[config.mk]
export PLATFORM = sky130hd
export DESIGN_NAME = srx_receiver
export DESIGN_NICKNAME = d
export VERILOG_FILES = /design/src/rtl/srx_pkg.sv /design/src/rtl/srx_enable_ctl.sv /design/src/rtl/srx_fs_gen.sv /design/src/rtl/srx_shifter.sv /design/src/rtl/srx_holding.sv /design/src/rtl/srx_receiver.sv
export SDC_FILE = /design/constraint.sdc
export NUM_CORES = 1
export LEC_CHECK = 0
export ABC_AREA = 1
export CAP_MARGIN = 0
export CORE_AREA = 4 4 83 85
export CTS_CLUSTER_DIAMETER = 150
export DETAILED_ROUTE_END_ITERATION = 10
export DIE_AREA = 0 0 87 89
export PLACE_DENSITY = 0.8
export SLEW_MARGIN = 15
export SYNTH_ARGS = -nofsm -noshare
export SYNTH_HDL_FRONTEND = slang
export SYNTH_HIERARCHICAL = 1
export SYNTH_SLANG_ARGS = --single-unit
export TNS_END_PERCENT = 20
[constraint.sdc]
create_clock -name clk -period 1.61 [get_ports clk]
set_input_delay 0.161 -clock clk [delete_from_list [all_inputs] [get_ports clk]]
set_output_delay 0.161 -clock clk [all_outputs]
set_load 0.02 [all_outputs]
[src/rtl/srx_pkg.sv]
package srx_pkg;
  typedef enum logic [1:0] {
    SRX_MODE_NORMAL = 2'b00,
    SRX_MODE_NET    = 2'b01,
    SRX_MODE_DEMAND = 2'b10,
    SRX_MODE_RSVD   = 2'b11
  } srx_mode_e;
endpackage

[src/rtl/srx_enable_ctl.sv]
module srx_enable_ctl (
  input  logic clk,
  input  logic rst_n,
  input  logic soft_rst,
  input  logic en_wr,
  input  logic en_val,
  input  logic net_mode,
  input  logic frame_start,
  output logic en_q,
  output logic suspend_q
);
  logic en_d;
  logic suspend_d;
  logic net_drop;

  // a disable write that lands while enabled, in network mode, holds off the frame
  assign net_drop = net_mode & en_wr & ~en_val & en_q;

  always_comb begin
    en_d = en_q;
    if (soft_rst)   en_d = 1'b0;
    else if (en_wr) en_d = en_val;
  end

  always_comb begin
    suspend_d = suspend_q;
    if (soft_rst || !net_mode) suspend_d = 1'b0;
    else if (net_drop)         suspend_d = 1'b1;
    else if (frame_start)      suspend_d = 1'b0;
  end

  always_ff @(posedge clk or negedge rst_n) begin
    if (!rst_n) begin
      en_q      <= 1'b0;
      suspend_q <= 1'b0;
    end else begin
      en_q      <= en_d;
      suspend_q <= suspend_d;
    end
  end
endmodule

[src/rtl/srx_fs_gen.sv]
module srx_fs_gen #(
  parameter int WORD_W = 24,
  parameter int SLOTS  = 4
) (
  input  logic clk,
  input  logic rst_n,
  input  logic net_mode,
  output logic fs_pulse
);
  localparam int PERIOD_MAX = WORD_W * SLOTS;
  localparam int PW         = (PERIOD_MAX > 1) ? $clog2(PERIOD_MAX) : 1;
  localparam logic [PW-1:0] LIM_NET  = PW'(PERIOD_MAX - 1);
  localparam logic [PW-1:0] LIM_WORD = PW'(WORD_W - 1);

  logic [PW-1:0] cnt_q, cnt_d;
  logic          pulse_d;
  logic [PW-1:0] limit;

  assign limit = net_mode ? LIM_NET : LIM_WORD;

  always_comb begin
    pulse_d = (cnt_q >= limit);
    cnt_d   = pulse_d ? '0 : cnt_q + 1'b1;
  end

  always_ff @(posedge clk or negedge rst_n) begin
    if (!rst_n) begin
      cnt_q    <= '0;
      fs_pulse <= 1'b0;
    end else begin
      cnt_q    <= cnt_d;
      fs_pulse <= pulse_d;
    end
  end
endmodule

[src/rtl/srx_shifter.sv]
module srx_shifter #(
  parameter int WORD_W = 24,
  parameter int SLOTS  = 4
) (
  input  logic              clk,
  input  logic              rst_n,
  input  logic              rx_data,
  input  logic              fs,
  input  logic              net_mode,
  input  logic              en_q,
  input  logic              suspend_q,
  output logic              frame_start,
  output logic              word_start,
  output logic              armed_q,
  output logic              xfer,
  output logic [WORD_W-1:0] word_out
);
  localparam int BW = (WORD_W > 1) ? $clog2(WORD_W) : 1;
  localparam int SW = (SLOTS > 1) ? $clog2(SLOTS) : 1;
  localparam logic [BW-1:0] LAST_BIT  = BW'(WORD_W - 1);
  localparam logic [SW-1:0] LAST_SLOT = SW'(SLOTS - 1);

  logic              busy_q, busy_d;
  logic              chain_q, chain_d;
  logic              armed_d;
  logic [BW-1:0]     bit_q, bit_d;
  logic [SW-1:0]     slot_q, slot_d;
  logic [WORD_W-1:0] sr_q, sr_d;
  logic              next_slot;
  logic              last_bit;
  logic              sr_en;

  assign frame_start = fs & ~busy_q;
  assign next_slot   = ~busy_q & chain_q & ~fs;
  assign word_start  = frame_start | next_slot;
  assign last_bit    = busy_q & (bit_q == LAST_BIT);
  assign xfer        = last_bit & armed_q;
  assign word_out    = {sr_q[WORD_W-2:0], rx_data};
  assign sr_en       = busy_q | word_start;

  always_comb begin
    busy_d  = busy_q;
    chain_d = chain_q;
    armed_d = armed_q;
    bit_d   = bit_q;
    slot_d  = slot_q;
    if (word_start) begin
      busy_d  = 1'b1;
      chain_d = 1'b0;
      bit_d   = BW'(1);
      slot_d  = frame_start ? '0 : slot_q + 1'b1;
      // capture permission is fixed by the first bit of the word
      armed_d = en_q & (frame_start | ~suspend_q);
    end else if (last_bit) begin
      busy_d  = 1'b0;
      bit_d   = '0;
      chain_d = net_mode & (slot_q != LAST_SLOT);
    end else if (busy_q) begin
      bit_d = bit_q + 1'b1;
    end
  end

  always_comb begin
    sr_d = sr_q;
    if (sr_en) sr_d = {sr_q[WORD_W-2:0], rx_data};
  end

  always_ff @(posedge clk or negedge rst_n) begin
    if (!rst_n) begin
      busy_q  <= 1'b0;
      chain_q <= 1'b0;
      armed_q <= 1'b0;
      bit_q   <= '0;
      slot_q  <= '0;
    end else begin
      busy_q  <= busy_d;
      chain_q <= chain_d;
      armed_q <= armed_d;
      bit_q   <= bit_d;
      slot_q  <= slot_d;
    end
  end

  always_ff @(posedge clk or negedge rst_n) begin
    if (!rst_n)     sr_q <= '0;
    else if (sr_en) sr_q <= sr_d;
  end
endmodule

[src/rtl/srx_holding.sv]
module srx_holding #(
  parameter int WORD_W = 24
) (
  input  logic              clk,
  input  logic              rst_n,
  input  logic              soft_rst,
  input  logic              xfer,
  input  logic [WORD_W-1:0] word_in,
  input  logic              rd_strobe,
  output logic [WORD_W-1:0] rx_word,
  output logic              rx_full,
  output logic              rx_overrun
);
  logic full_d, ovr_d;

  always_comb begin
    full_d = rx_full;
    ovr_d  = rx_overrun;
    if (soft_rst) begin
      full_d = 1'b0;
      ovr_d  = 1'b0;
    end else if (xfer) begin
      full_d = 1'b1;
      if (rx_full && !rd_strobe) ovr_d = 1'b1;
    end else if (rd_strobe) begin
      full_d = 1'b0;
      ovr_d  = 1'b0;
    end
  end

  always_ff @(posedge clk or negedge rst_n) begin
    if (!rst_n) begin
      rx_full    <= 1'b0;
      rx_overrun <= 1'b0;
    end else begin
      rx_full    <= full_d;
      rx_overrun <= ovr_d;
    end
  end

  always_ff @(posedge clk or negedge rst_n) begin
    if (!rst_n)    rx_word <= '0;
    else if (xfer) rx_word <= word_in;
  end
endmodule

[src/rtl/srx_receiver.sv]
module srx_receiver
  import srx_pkg::*;
#(
  parameter int WORD_W = 24,
  parameter int SLOTS  = 4
) (
  input  logic              clk,
  input  logic              rst_n,
  input  logic              soft_rst,
  input  logic              en_wr,
  input  logic              en_val,
  input  logic [1:0]        mode,
  input  logic              fs_sel,
  input  logic              fs_in,
  input  logic              rx_data,
  input  logic              rd_strobe,
  output logic [WORD_W-1:0] rx_word,
  output logic              rx_full,
  output logic              rx_overrun,
  output logic              fs_gen
);
  srx_mode_e         mode_e;
  logic              net_mode;
  logic              fs_sel_q;
  logic              en_q;
  logic              suspend_q;
  logic              frame_start;
  logic              sh_start;
  logic              sh_armed;
  logic              sh_xfer;
  logic [WORD_W-1:0] sh_word;

  assign mode_e   = srx_mode_e'(mode);
  assign net_mode = (mode_e == SRX_MODE_NET);
  assign fs_sel_q = fs_sel ? fs_gen : fs_in;

  srx_enable_ctl u_en (
    .clk         (clk),
    .rst_n       (rst_n),
    .soft_rst    (soft_rst),
    .en_wr       (en_wr),
    .en_val      (en_val),
    .net_mode    (net_mode),
    .frame_start (frame_start),
    .en_q        (en_q),
    .suspend_q   (suspend_q)
  );

  srx_fs_gen #(.WORD_W(WORD_W), .SLOTS(SLOTS)) u_fsg (
    .clk      (clk),
    .rst_n    (rst_n),
    .net_mode (net_mode),
    .fs_pulse (fs_gen)
  );

  srx_shifter #(.WORD_W(WORD_W), .SLOTS(SLOTS)) u_sh (
    .clk         (clk),
    .rst_n       (rst_n),
    .rx_data     (rx_data),
    .fs          (fs_sel_q),
    .net_mode    (net_mode),
    .en_q        (en_q),
    .suspend_q   (suspend_q),
    .frame_start (frame_start),
    .word_start  (sh_start),
    .armed_q     (sh_armed),
    .xfer        (sh_xfer),
    .word_out    (sh_word)
  );

  srx_holding #(.WORD_W(WORD_W)) u_hold (
    .clk        (clk),
    .rst_n      (rst_n),
    .soft_rst   (soft_rst),
    .xfer       (sh_xfer),
    .word_in    (sh_word),
    .rd_strobe  (rd_strobe),
    .rx_word    (rx_word),
    .rx_full    (rx_full),
    .rx_overrun (rx_overrun)
  );
endmodule

* Yosys cells after proc, flatten, opt, wreduce, memory -nomap -nowiden *
Index checks and enable logic that the tools add are counted.

word-level totals
  flip-flop bits (word level) = 69
  latch bits = 0
  RAM bits = 0
  ROM bits = 0
  output and inout port bits = 27
  memories kept = 0

operators by class
  add/subtract/negate cells = 3
  $mul = 0
  div/mod/pow operators = 0
  $lt $le $gt $ge = 1
  equal/unequal tests = 4
  shift-type cells = 0
  muxes and demuxes = 22
  bitwise gates (word level) = 17
  reductions and logical operators = 10

operator list
  kind                 number
  $mux 1               16
  $mux 5               3
  $mux 7               2
  $and 1x1->1          10
  $reduce_bool 3->1    3
  $add 7x1->7 const B  1
  $ge 7x7->1           1
  $add 5x1->5 const B  1
  $eq 5x5->1 const B   1
  $not 1->1            4
  $reduce_bool 2->1    2
  $ne 3x2->1 const B   1
  $or 1x1->1           3
  $add 2x1->2 const B  1
  $eq 2x1->1 const B   1
  $logic_not 1->1      2
  $mux 2               1
  $ne 2x2->1 const B   1
  $reduce_and 2->1     1
  $logic_and 1x1->1    1
  $logic_or 1x1->1     1

* Depth between registers and ports, before layout *
Gate-level depths: netlist of run 1.

  depth in word-level cells = 6
  mapped depth = 10
  mapped depth without buffers = 9

* Modules after synthesis *
Netlist of run 1, hierarchy kept.

modules (own cells, without submodules)
  module          instances  cells each  area each (um2)  sequential area each (um2)
  srx_shifter     1          150         1381.3           825.8
  srx_holding     1          113         1016.0           650.6
  srx_fs_gen      1          49          425.4            200.2
  srx_enable_ctl  1          13          97.6             50.0
  srx_receiver    1          6           22.5             0.0

* Worst setup path after synthesis of run 1 *
OpenSTA, ideal clock, no wires.

  path kind = register to register
  from = reg u_sh.bit_q[0]
  to = reg u_hold.rx_word[0]
  data arrival time = 1432 ps
  data required time = 1493 ps
  path slack = 61 ps
  cell stages (with the launch flop) = 11
  buffers on the path = 2
  path through = dfrtp_1 > ha_1 > nand3_1 > nor2_1 > inv_1 > nor2_1 > buf_6 > inv_6 > buf_6 > nand2_1 > nand2_1

on the way
  word-level cells in the longest chain between the ends = 3

ends and longest elaborated chain
  item                    line                source
  start, declared         srx_shifter.sv:26   logic [BW-1:0] bit_q, bit_d;
  start signal, assigned  srx_shifter.sv:79   bit_q <= bit_d;
  $eq 5x5->1              srx_shifter.sv:36   assign last_bit = busy_q & (bit_q == LAST_BIT);
  $and 1x1->1             srx_shifter.sv:36
  $and 1x1->1             srx_shifter.sv:37   assign xfer = last_bit & armed_q;
  via sh_xfer             srx_receiver.sv:30  logic sh_xfer;
  end signal, assigned    srx_holding.sv:43   else if (xfer) rx_word <= word_in;
  end, declared           srx_holding.sv:10   output logic [WORD_W-1:0] rx_word,

The timed path passes the listed nets, and every way through them passes these cells.
A chain may end at the register's enable or synchronous reset.

* Final worst setup path of run 1 *
  from = reg u_sh.bit_q[1]
  to = reg u_hold.rx_overrun

on the way
  word-level cells in the longest chain between the ends = 5
  elaborated cells on any way between the ends = 8

ends and longest elaborated chain
  item                                                         line                source
  $eq 5x5->1 (*)                                               srx_shifter.sv:36
  $and 1x1->1 (*)                                              srx_shifter.sv:36
  $and 1x1->1 (*)                                              srx_shifter.sv:37
  via sh_xfer                                                  srx_receiver.sv:30
  $ne 3x2->1 (no source line), or another cell as far along    -
  $reduce_and 2->1 (no source line) or $mux 1 (tied branches)  -
  end signal, assigned                                         srx_holding.sv:37   rx_overrun <= ovr_d;
  end, declared                                                srx_holding.sv:12   output logic rx_overrun

The timed path passes the listed nets; every way through them passes the cells marked *.

==> results of run 1 <==
## worst paths after layout
path	end	startpoint	cells after the start	slack [ns]
max	u_hold/rx_overrun$_DFFE_PN0P_	u_sh/bit_q[1]$_DFFE_PN0P_	8	0.08
min	u_hold/rx_word[5]$_DFFE_PN0P_	rst_n	3	0.36
max reg2reg	u_hold/rx_overrun$_DFFE_PN0P_	u_sh/bit_q[1]$_DFFE_PN0P_	8	0.08
min reg2reg	u_hold/rx_word[22]$_DFFE_PN0P_	u_sh/sr_q[21]$_DFFE_PN0P_	2	0.47
max in group asynchronous	u_hold/rx_overrun$_DFFE_PN0P_	rst_n	3	0.95
min in group clk	u_hold/rx_full$_DFFE_PN0P_	soft_rst	2	0.41
## logic make-up after synthesis
family | Yosys count | share of synthesized area
fa+ha+maj | 5 | 0.02126
compound gates | 33 | 0.05952
buf+inv | 42 | 0.07227
simple gates | 178 | 0.2483
xor+xnor | 4 | 0.01191
flops | 69 | 0.5867
## flip-flops by register name (all words and copies together), names as in the netlist
signal             flops
u_en/en_q              1
u_en/suspend_q         1
u_fsg/cnt_q            7
u_fsg/fs_pulse         1
u_hold/rx_full         1
u_hold/rx_overrun      1
u_hold/rx_word        24
u_sh/armed_q           1
u_sh/bit_q             5
u_sh/busy_q            1
u_sh/chain_q           1
u_sh/slot_q            2
u_sh/sr_q             23
## cells in the final DEF, fill, tap and decap left out, types with 9 or more instances in the layout
cell,instances
inv_1,28
o21ai_0,26
clkbuf_8,9
nand3_1,9
nor2_1,15
clkdlybuf4s50_1,36
nand2_1,139
buf_4,11
dfrtp_1,69
## area by class of cell
cell class / instances / area share
well taps: 77 / 0.02586
repair buffers: 54 / 0.1451
inverters: 32 / 0.03426
clock buffers: 9 / 0.03326
flip-flops and latches: 69 / 0.4636
multi-input cells: 220 / 0.2741
clock inverters: 6 / 0.02385
## power groups by stage
| stage | Combinational (W) | Clock, W | Sequential [W] |
|---|---|---|---|
| after floorplan | 0.000860 | 0 | 0.00255 |
| after global placement | 0.00125 | 0 | 0.00256 |
| after detailed placement | 0.00131 | 0 | 0.00259 |
| after CTS | 0.00132 | 0.00156 | 0.00256 |
| after global routing | 0.00158 | 0.00164 | 0.00263 |
| final | 0.00138 | 0.00151 | 0.00257 |
## layer usage
layer  up-vias  part of all wire  routed length, um  global-route usage
li1       1129                 -                  -                   -
met1      1030              0.45               2447              0.1856
met2        44              0.49               2671              0.2671
met3         2             0.051                274             0.04700
met4         0            0.0044                 24             0.07224
met5         -                 0                  0                   0
## through the flow
step / util / power, W
2_1_floorplan: - / 0.003413
3_3_place_gp: 0.5568 / 0.003812
3_5_place_dp: 0.5568 / 0.003899
4_1_cts: 0.5927 / 0.005445
5_1_grt: 0.6003 / 0.005853
6_report: 0.6003 / 0.005457
## tightest hold or removal path: cells and delay by family
kind | cells | cell delay (ns)
buf+inv | 3 | 0.94
## what timing repair did
item                       CTS  global route
hold endpoints to repair    69             0
setup endpoints to repair    0            24
hold buffers                 1             0
buffers inserted             0             3
resized for setup            0             8
==> results.toml, run 1 <==
[clock_tree]
numCtsBuffers = 9
clk_pin_slew_ns = 0.07
root_buffer = "clkbuf_8"
clock-sinks = 69
cts_tree = "built"
cts-htree-levels = 3
clk_path_buf_depth = 2
insertion_delay_ns = 0.34

[yosys]
synthTopCellsByCount = "139 x nand2_1, 69 x dfrtp_1, 29 x inv_1"
async_flop_share = 1.000
yosysTopAreaCell = "dfrtp_1"
synth_cell_types = 28
yosysSeqAreaShare = 0.5867
synth_edf_count = 0
syn_nets = 347
synth_seq_cells = 69
synth_top_area_frac = 0.5867
synth_top_flop_cell = "dfrtp_1"
synth_area_leaders = "dfrtp_1 59%, nand2_1 18%, o21ai_0 4.4%"
yosysWarnings = 6
avgSynthCellArea_um2 = 8.891
yosysMostFrequentCell = "nand2_1"
syn_inst = 331
synth_area_um2 = 2943

[placement]
portBuffers = 37
post_dp_cell_area_um2 = 3455
dp.cells = 448
gp_congestion = 0.7969
pre_cts_ws_ns = -0.1407
hpwl_um = 3555

[cells_and_area]
nNetsFinal = 402
area_growth_pct = 26.57
multi_input_area_um2 = 1021
regArea_um2 = 1727
n_antenna_cell = 0
fillCellCount = 519
fin_area_um2 = 3725
drive_gt1_frac = 0.1308
finalNonFillerCells = 467

[timing]
finalSetupTns_ns = 0
setup_violations = 0
worst_pin_slew_ns = 0.3632
hold_violations = 0
slew_headroom = 0.7579
hold_ws_ns = 0.3617
period_minus_slack_ns = 1.535
post-route-period-util = 0.9532
fin_worst_skew_ns = 0.007646
worst_slack_ns = 0.07541
drv_slew = 0
max_freq_mhz = 651.6

[critical_path]
worstSetupEndpointType = "register"
crit_path_top_delay_cell = "dfrtp_1"
cp_num_buf_inv = 2
arrival_ns = 1.80
cp_slowest_stage_delay_ns = 0.38
critPathTopFamily = "simple AND/OR/NAND/NOR gates"
path_cells = "ha_2 > nand3_2 > nor2_2 > inv_2 > nor2_4 > buf_6 > nand3_1 > a21oi_1"
worst-setup-path-type = "reg2reg"
critPathRequiredTime_ns = 1.88
worstSetupStartpointType = "register"
crit_fanout = 22

[pwr]
swShare = 0.3264
pwr_density_cell_nw_per_um2 = 1465
ir_drop_mv = 0.7285
switching_power_w = 0.001781
p_seq_frac = 0.471
p_comb_frac = 0.252
clockPowerShare = 0.277
p_leak_nw = 1.873
intPower_w = 0.003676

[die]
core_um2 = 6205
start_util = 0.4743
die_x_um = 87
rows = 29
chipHeight_um = 89
die-area_um2 = 7743
ios = 38

[routing]
ant_nets = 0
drt-wirelength-per-cell_um = 11.60
vias_per_cell = 4.722
drt_iter0_drc = 98
dr.pass1.iters = 4
drc = 0
drt-total-wl_um = 5417
vias = 2205

[outcome]
outcome = "completed"

[global_routing]
grt_pass1_vias = 2182
grt_max_degree = 70
track_usage = 0.1577
antenna_found_initial = 0
grt_pass1_wl_um = 9466
grt_overflow = 0

[hold_path]
hp-class = "in2async"

[job]
drv_cap = 0
Note: power is estimated with default switching activity, not from simulation.
==> inputs of run 2 (changes only) <==
--- a/config.mk
+++ b/config.mk
@@ -13,5 +13,4 @@
 export DIE_AREA = 0 0 87 89
 export PLACE_DENSITY = 0.8
-export SLEW_MARGIN = 15
 export SYNTH_ARGS = -nofsm -noshare
 export SYNTH_HDL_FRONTEND = slang
==> constraint.sdc (replaced) <==
create_clock -name clk -period 1.61 [get_ports clk]
set_input_delay 0.161 -clock clk [delete_from_list [all_inputs] [get_ports clk]]
set_output_delay 0.161 -clock clk [all_outputs]
set_load 0.05 [all_outputs]
==> results.toml, run 2 (synthesized netlist as in run 1, its figures left out) <==
[job]
drv_cap = 0

[timing]
grt_setup_unrepaired = "no"
fin_worst_skew_ns = 0.005644
slew_headroom = 0.6629
post-route-period-util = 0.9241
drv_slew = 0
setup_violations = 0
worst_pin_slew_ns = 0.5057
max_freq_mhz = 672.2
hold_violations = 0
period_minus_slack_ns = 1.488
hold_ws_ns = 0.3200

[placement]
dp.cells = 450
gp_congestion = 0.8009
hpwl_um = 3827
portBuffers = 37
post_dp_cell_area_um2 = 3427

[clock_tree]
insertion_delay_ns = 0.34
root_buffer = "clkbuf_8"
clock-sinks = 69
clk_path_buf_depth = 2
cts_tree = "built"
numCtsBuffers = 9
cts-htree-levels = 3
clk_pin_slew_ns = 0.07

[cells_and_area]
area_growth_pct = 25.64
final_util = 0.5959
finalNonFillerCells = 468
final_common_cell = "nand2_1"
drive_gt1_frac = 0.2020
n_antenna_cell = 0
nNetsFinal = 402
largest_reg_flops = 24
fin_area_um2 = 3697
mostFrequentLayoutCells = "139 x nand2_1, 69 x dfrtp_1, 38 x buf_4"
reg_top3 = "u_hold/rx_word: 24 flops, u_sh/sr_q: 23 flops, u_fsg/cnt_q: 7 flops"
fillCellCount = 555
top_register = "u_hold/rx_word"

[die]
rows = 29
die-area_um2 = 7743
chipHeight_um = 89
core_um2 = 6205
ios = 38
die_x_um = 87
start_util = 0.4743

[critical_path]
critPathRequiredTime_ns = 1.87
worst-setup-path-type = "reg2reg"
r2r_setup_slack_ns = 0.12
worstReg2RegStart = "u_sh/bit_q[1]$_DFFE_PN0P_"
r2r-end = "u_hold/rx_overrun$_DFFE_PN0P_"
crit_fanout = 26
arrival_ns = 1.75
r2r_cells = 10
worstSetupEndpointType = "register"
worstSetupStartpointType = "register"

[routing]
drc = 0
drt-total-wl_um = 5387
vias = 2223
drt_iter0_drc = 150
dr.pass1.iters = 4
drt-wirelength-per-cell_um = 11.51
vias_per_cell = 4.750
ant_nets = 0

[pwr]
ir_drop_mv = 0.8864
total_power_w = 0.005653
p_leak_nw = 1.952
pwr_density_cell_nw_per_um2 = 1529

[global_routing]
grt_pass1_vias = 2251
antenna_found_initial = 0
track_usage = 0.1614
grt_overflow = 0
grt_pass1_wl_um = 9784
grt_max_degree = 27

[hold_path]
hp-class = "in2async"

[outcome]
outcome = "completed"
==> run 2: changes by cell type in the layout (fill, tap and decap cells not counted), sizes merged <==
cell	before	now
clkinvlp	2	0
bufinv	2	3
clkinv	2	4
buf	17	44
clkdlybuf4s50	36	9
==> run 2: metal layers <==
metal | vias to the layer above | GRT usage | part of all wire
li1 | 1131 | - | -
met1 | 1041 | 0.1877 | 0.44
met2 | 42 | 0.2857 | 0.50
met3 | 9 | 0.04516 | 0.045
met4 | 0 | 0.05807 | 0.0095
met5 | - | 0 | 0
==> run 2: cell type report <==
class | count | area, um^2 | share of cell area
Multi-Input combinational cell | 220 | 1021 | 0.2761
Clock inverter | 7 | 113.9 | 0.03080
Sequential cell | 69 | 1727 | 0.4670
Clock buffer | 9 | 123.9 | 0.03350
Inverter | 32 | 125.1 | 0.03384
Tap cell | 77 | 96.34 | 0.02606
Timing Repair Buffer | 54 | 490.5 | 0.1327
==> run 2: critical path, stage by stage, from the launching register on <==
cell     delay, ns
dfrtp_1       0.39
ha_2          0.21
nand3_2       0.11
nor2_4        0.14
inv_2         0.06
nor2_2        0.09
buf_4         0.14
inv_6         0.07
nand2_1       0.06
nand2_1       0.04
a21oi_1       0.11
==> run 2: per-stage QoR <==
step | worst slack, ns | TNS [ns]
floorplan | 0.05290 | 0
global placement | -0.04725 | -0.2947
detailed placement | -0.1329 | -0.9265
CTS | 0.05297 | 0
global route | 0.01096 | 0
finish | 0.1223 | 0
==> run 2: where the power goes <==
group | switching [W] | total (W) | internal [W] | leakage [nW]
registers | 0.000355 | 0.00256 | 0.00220 | 0.906
logic | 0.000845 | 0.00144 | 0.000591 | 0.923
clock network | 0.000639 | 0.00166 | 0.00102 | 0.123
==> run 2: worst max-delay path by stage <==
stage / depth (start not counted) / slack, ns / end / startpoint
global placement: 10 / -0.05 / u_fsg/cnt_q[6]$_DFF_PN0_ / mode[0]
CTS: 10 / 0.05 / u_hold/rx_overrun$_DFFE_PN0P_ / u_sh/bit_q[1]$_DFFE_PN0P_
global route: 10 / 0.01 / u_hold/rx_overrun$_DFFE_PN0P_ / u_sh/bit_q[1]$_DFFE_PN0P_
floorplan: 10 / 0.05 / u_hold/rx_word[0]$_DFFE_PN0P_ / u_sh/bit_q[0]$_DFFE_PN0P_
finish: 10 / 0.12 / u_hold/rx_overrun$_DFFE_PN0P_ / u_sh/bit_q[1]$_DFFE_PN0P_
detailed placement: 10 / -0.13 / u_fsg/cnt_q[0]$_DFF_PN0_ / mode[0]
==> run 2: repair_timing <==
action	4_1_cts	5_1_grt
buffers inserted	0	1
endpoints found under the hold margin	17	0
endpoints found under the setup margin	0	26
gates resized for setup	0	5
hold buffers	1	0
==> inputs of run 3 (changes only) <==
MAX_ROUTING_LAYER = met4   (was default)
==> results.toml, run 3 (synthesized netlist as in run 1, its figures left out) <==
[pwr]
swShare = 0.3250
p_comb_frac = 0.254
intPower_w = 0.003815
clockPowerShare = 0.294
total_power_w = 0.005652
pwr_density_cell_nw_per_um2 = 1529
ir_drop_mv = 0.8865
p_seq_frac = 0.452
switching_power_w = 0.001837
p_leak_nw = 1.952

[timing]
period_minus_slack_ns = 1.488
worst_pin_slew_ns = 0.5057
hold_violations = 0
grt_setup_unrepaired = "no"
drv_slew = 0
finalSetupTns_ns = 0
max_freq_mhz = 672.2
slew_headroom = 0.6629
hold_ws_ns = 0.3199
post-route-period-util = 0.9240
worst_slack_ns = 0.1223
fin_worst_skew_ns = 0.006609
setup_violations = 0

[cells_and_area]
reg_top3 = "u_hold/rx_word: 24 flops, u_sh/sr_q: 23 flops, u_fsg/cnt_q: 7 flops"
drive_gt1_frac = 0.2020
largest_reg_flops = 24
n_antenna_cell = 0
top_register = "u_hold/rx_word"
nNetsFinal = 402
mostFrequentLayoutCells = "139 x nand2_1, 69 x dfrtp_1, 38 x buf_4"
fin_area_um2 = 3697
area_growth_pct = 25.64
fillCellCount = 555
final_common_cell = "nand2_1"
regArea_um2 = 1727
multi_input_area_um2 = 1021

[clock_tree]
clk_pin_slew_ns = 0.07
insertion_delay_ns = 0.34
clock-sinks = 69
cts-htree-levels = 3
cts_tree = "built"
root_buffer = "clkbuf_8"
clk_path_buf_depth = 2
numCtsBuffers = 9

[placement]
pre_cts_ws_ns = -0.1329
hpwl_um = 3827
post_dp_cell_area_um2 = 3427
portBuffers = 37
gp_congestion = 0.8124

[routing]
drt_iter0_drc = 150
drt-total-wl_um = 5388
ant_nets = 0
vias = 2212
drt-wirelength-per-cell_um = 11.51
dr.pass1.iters = 4
vias_per_cell = 4.726
drc = 0

[global_routing]
met1_usage = 0.1877
track_usage = 0.1665
busiest_layer = "met2"
grtUsageMet2 = 0.2857
use_met3 = 0.04516
grt_pass1_wl_um = 9777
antenna_found_initial = 0
grt_overflow = 0
grt_max_degree = 27
grt_pass1_vias = 2252

[die]
rows = 29
ios = 38
chipHeight_um = 89
core_um2 = 6205
die_x_um = 87
die-area_um2 = 7743
start_util = 0.4743

[hold_path]
hp-class = "in2async"

[critical_path]
critPathRequiredTime_ns = 1.87
worst-setup-path-type = "reg2reg"
crit_fanout = 26
worstSetupStartpointType = "register"
worstSetupEndpointType = "register"
arrival_ns = 1.75

[job]
drv_cap = 0

[outcome]
outcome = "completed"
[run 3: cell counts in the layout (fill, tap and decap cells not counted)]
No cell type changed its count.
[run 3: final timing paths]
kind | cells after the start | slack, ns | to | from
worst max-delay path | 10 | 0.12 | u_hold/rx_overrun$_DFFE_PN0P_ | u_sh/bit_q[1]$_DFFE_PN0P_
worst min-delay path | 2 | 0.32 | u_hold/rx_word[5]$_DFFE_PN0P_ | rst_n
worst max register to register | 10 | 0.12 | u_hold/rx_overrun$_DFFE_PN0P_ | u_sh/bit_q[1]$_DFFE_PN0P_
worst min register to register | 2 | 0.47 | u_hold/rx_word[11]$_DFFE_PN0P_ | u_hold/rx_word[11]$_DFFE_PN0P_
max in group asynchronous | 3 | 0.72 | u_hold/rx_word[10]$_DFFE_PN0P_ | rst_n
min in group clk | 3 | 0.40 | u_hold/rx_word[0]$_DFFE_PN0P_ | rx_data
[run 3: repair_timing]
action,CTS,global route
setup endpoints to repair,0,26
buffers inserted,0,1
hold buffers,1,0
gates resized for setup,0,5
hold endpoints to repair,17,0
[run 3: stage by stage]
step / util / cells
after floorplan: - / 331
after global placement: 0.5523 / 450
after detailed placement: 0.5523 / 450
after CTS: 0.5923 / 467
after global routing: 0.5959 / 468
final: 0.5959 / 468
[run 3: area by class of cell]
cell class | instances | area share
Sequential cell | 69 | 0.4670
Multi-Input combinational cell | 220 | 0.2761
Timing Repair Buffer | 54 | 0.1327
Inverter | 32 | 0.03384
Clock buffer | 9 | 0.03350
Clock inverter | 7 | 0.03080
Tap cell | 77 | 0.02606
[run 3: worst max-delay path, cell delays in order (launching register included)]
cell and delay, ns:
dfrtp_1 0.39, ha_2 0.21, nand3_2 0.11, nor2_4 0.14
inv_2 0.06, nor2_2 0.09, buf_4 0.14, inv_6 0.07
nand2_1 0.06, nand2_1 0.04, a21oi_1 0.11
[run 3: power groups by stage]
stage	Clock, W	Sequential, W	Combinational, W
after detailed placement	0	0.00258	0.00141
after global routing	0.00181	0.00262	0.00167
after global placement	0	0.00257	0.00133
after floorplan	0	0.00264	0.000860
after CTS	0.00172	0.00256	0.00142
final	0.00166	0.00256	0.00144
[run 3: per-layer routing]
layer | share of wire | wire, um
met5 | 0 | 0
met4 | 0.0072 | 39
met3 | 0.046 | 249
met2 | 0.50 | 2711
met1 | 0.44 | 2387
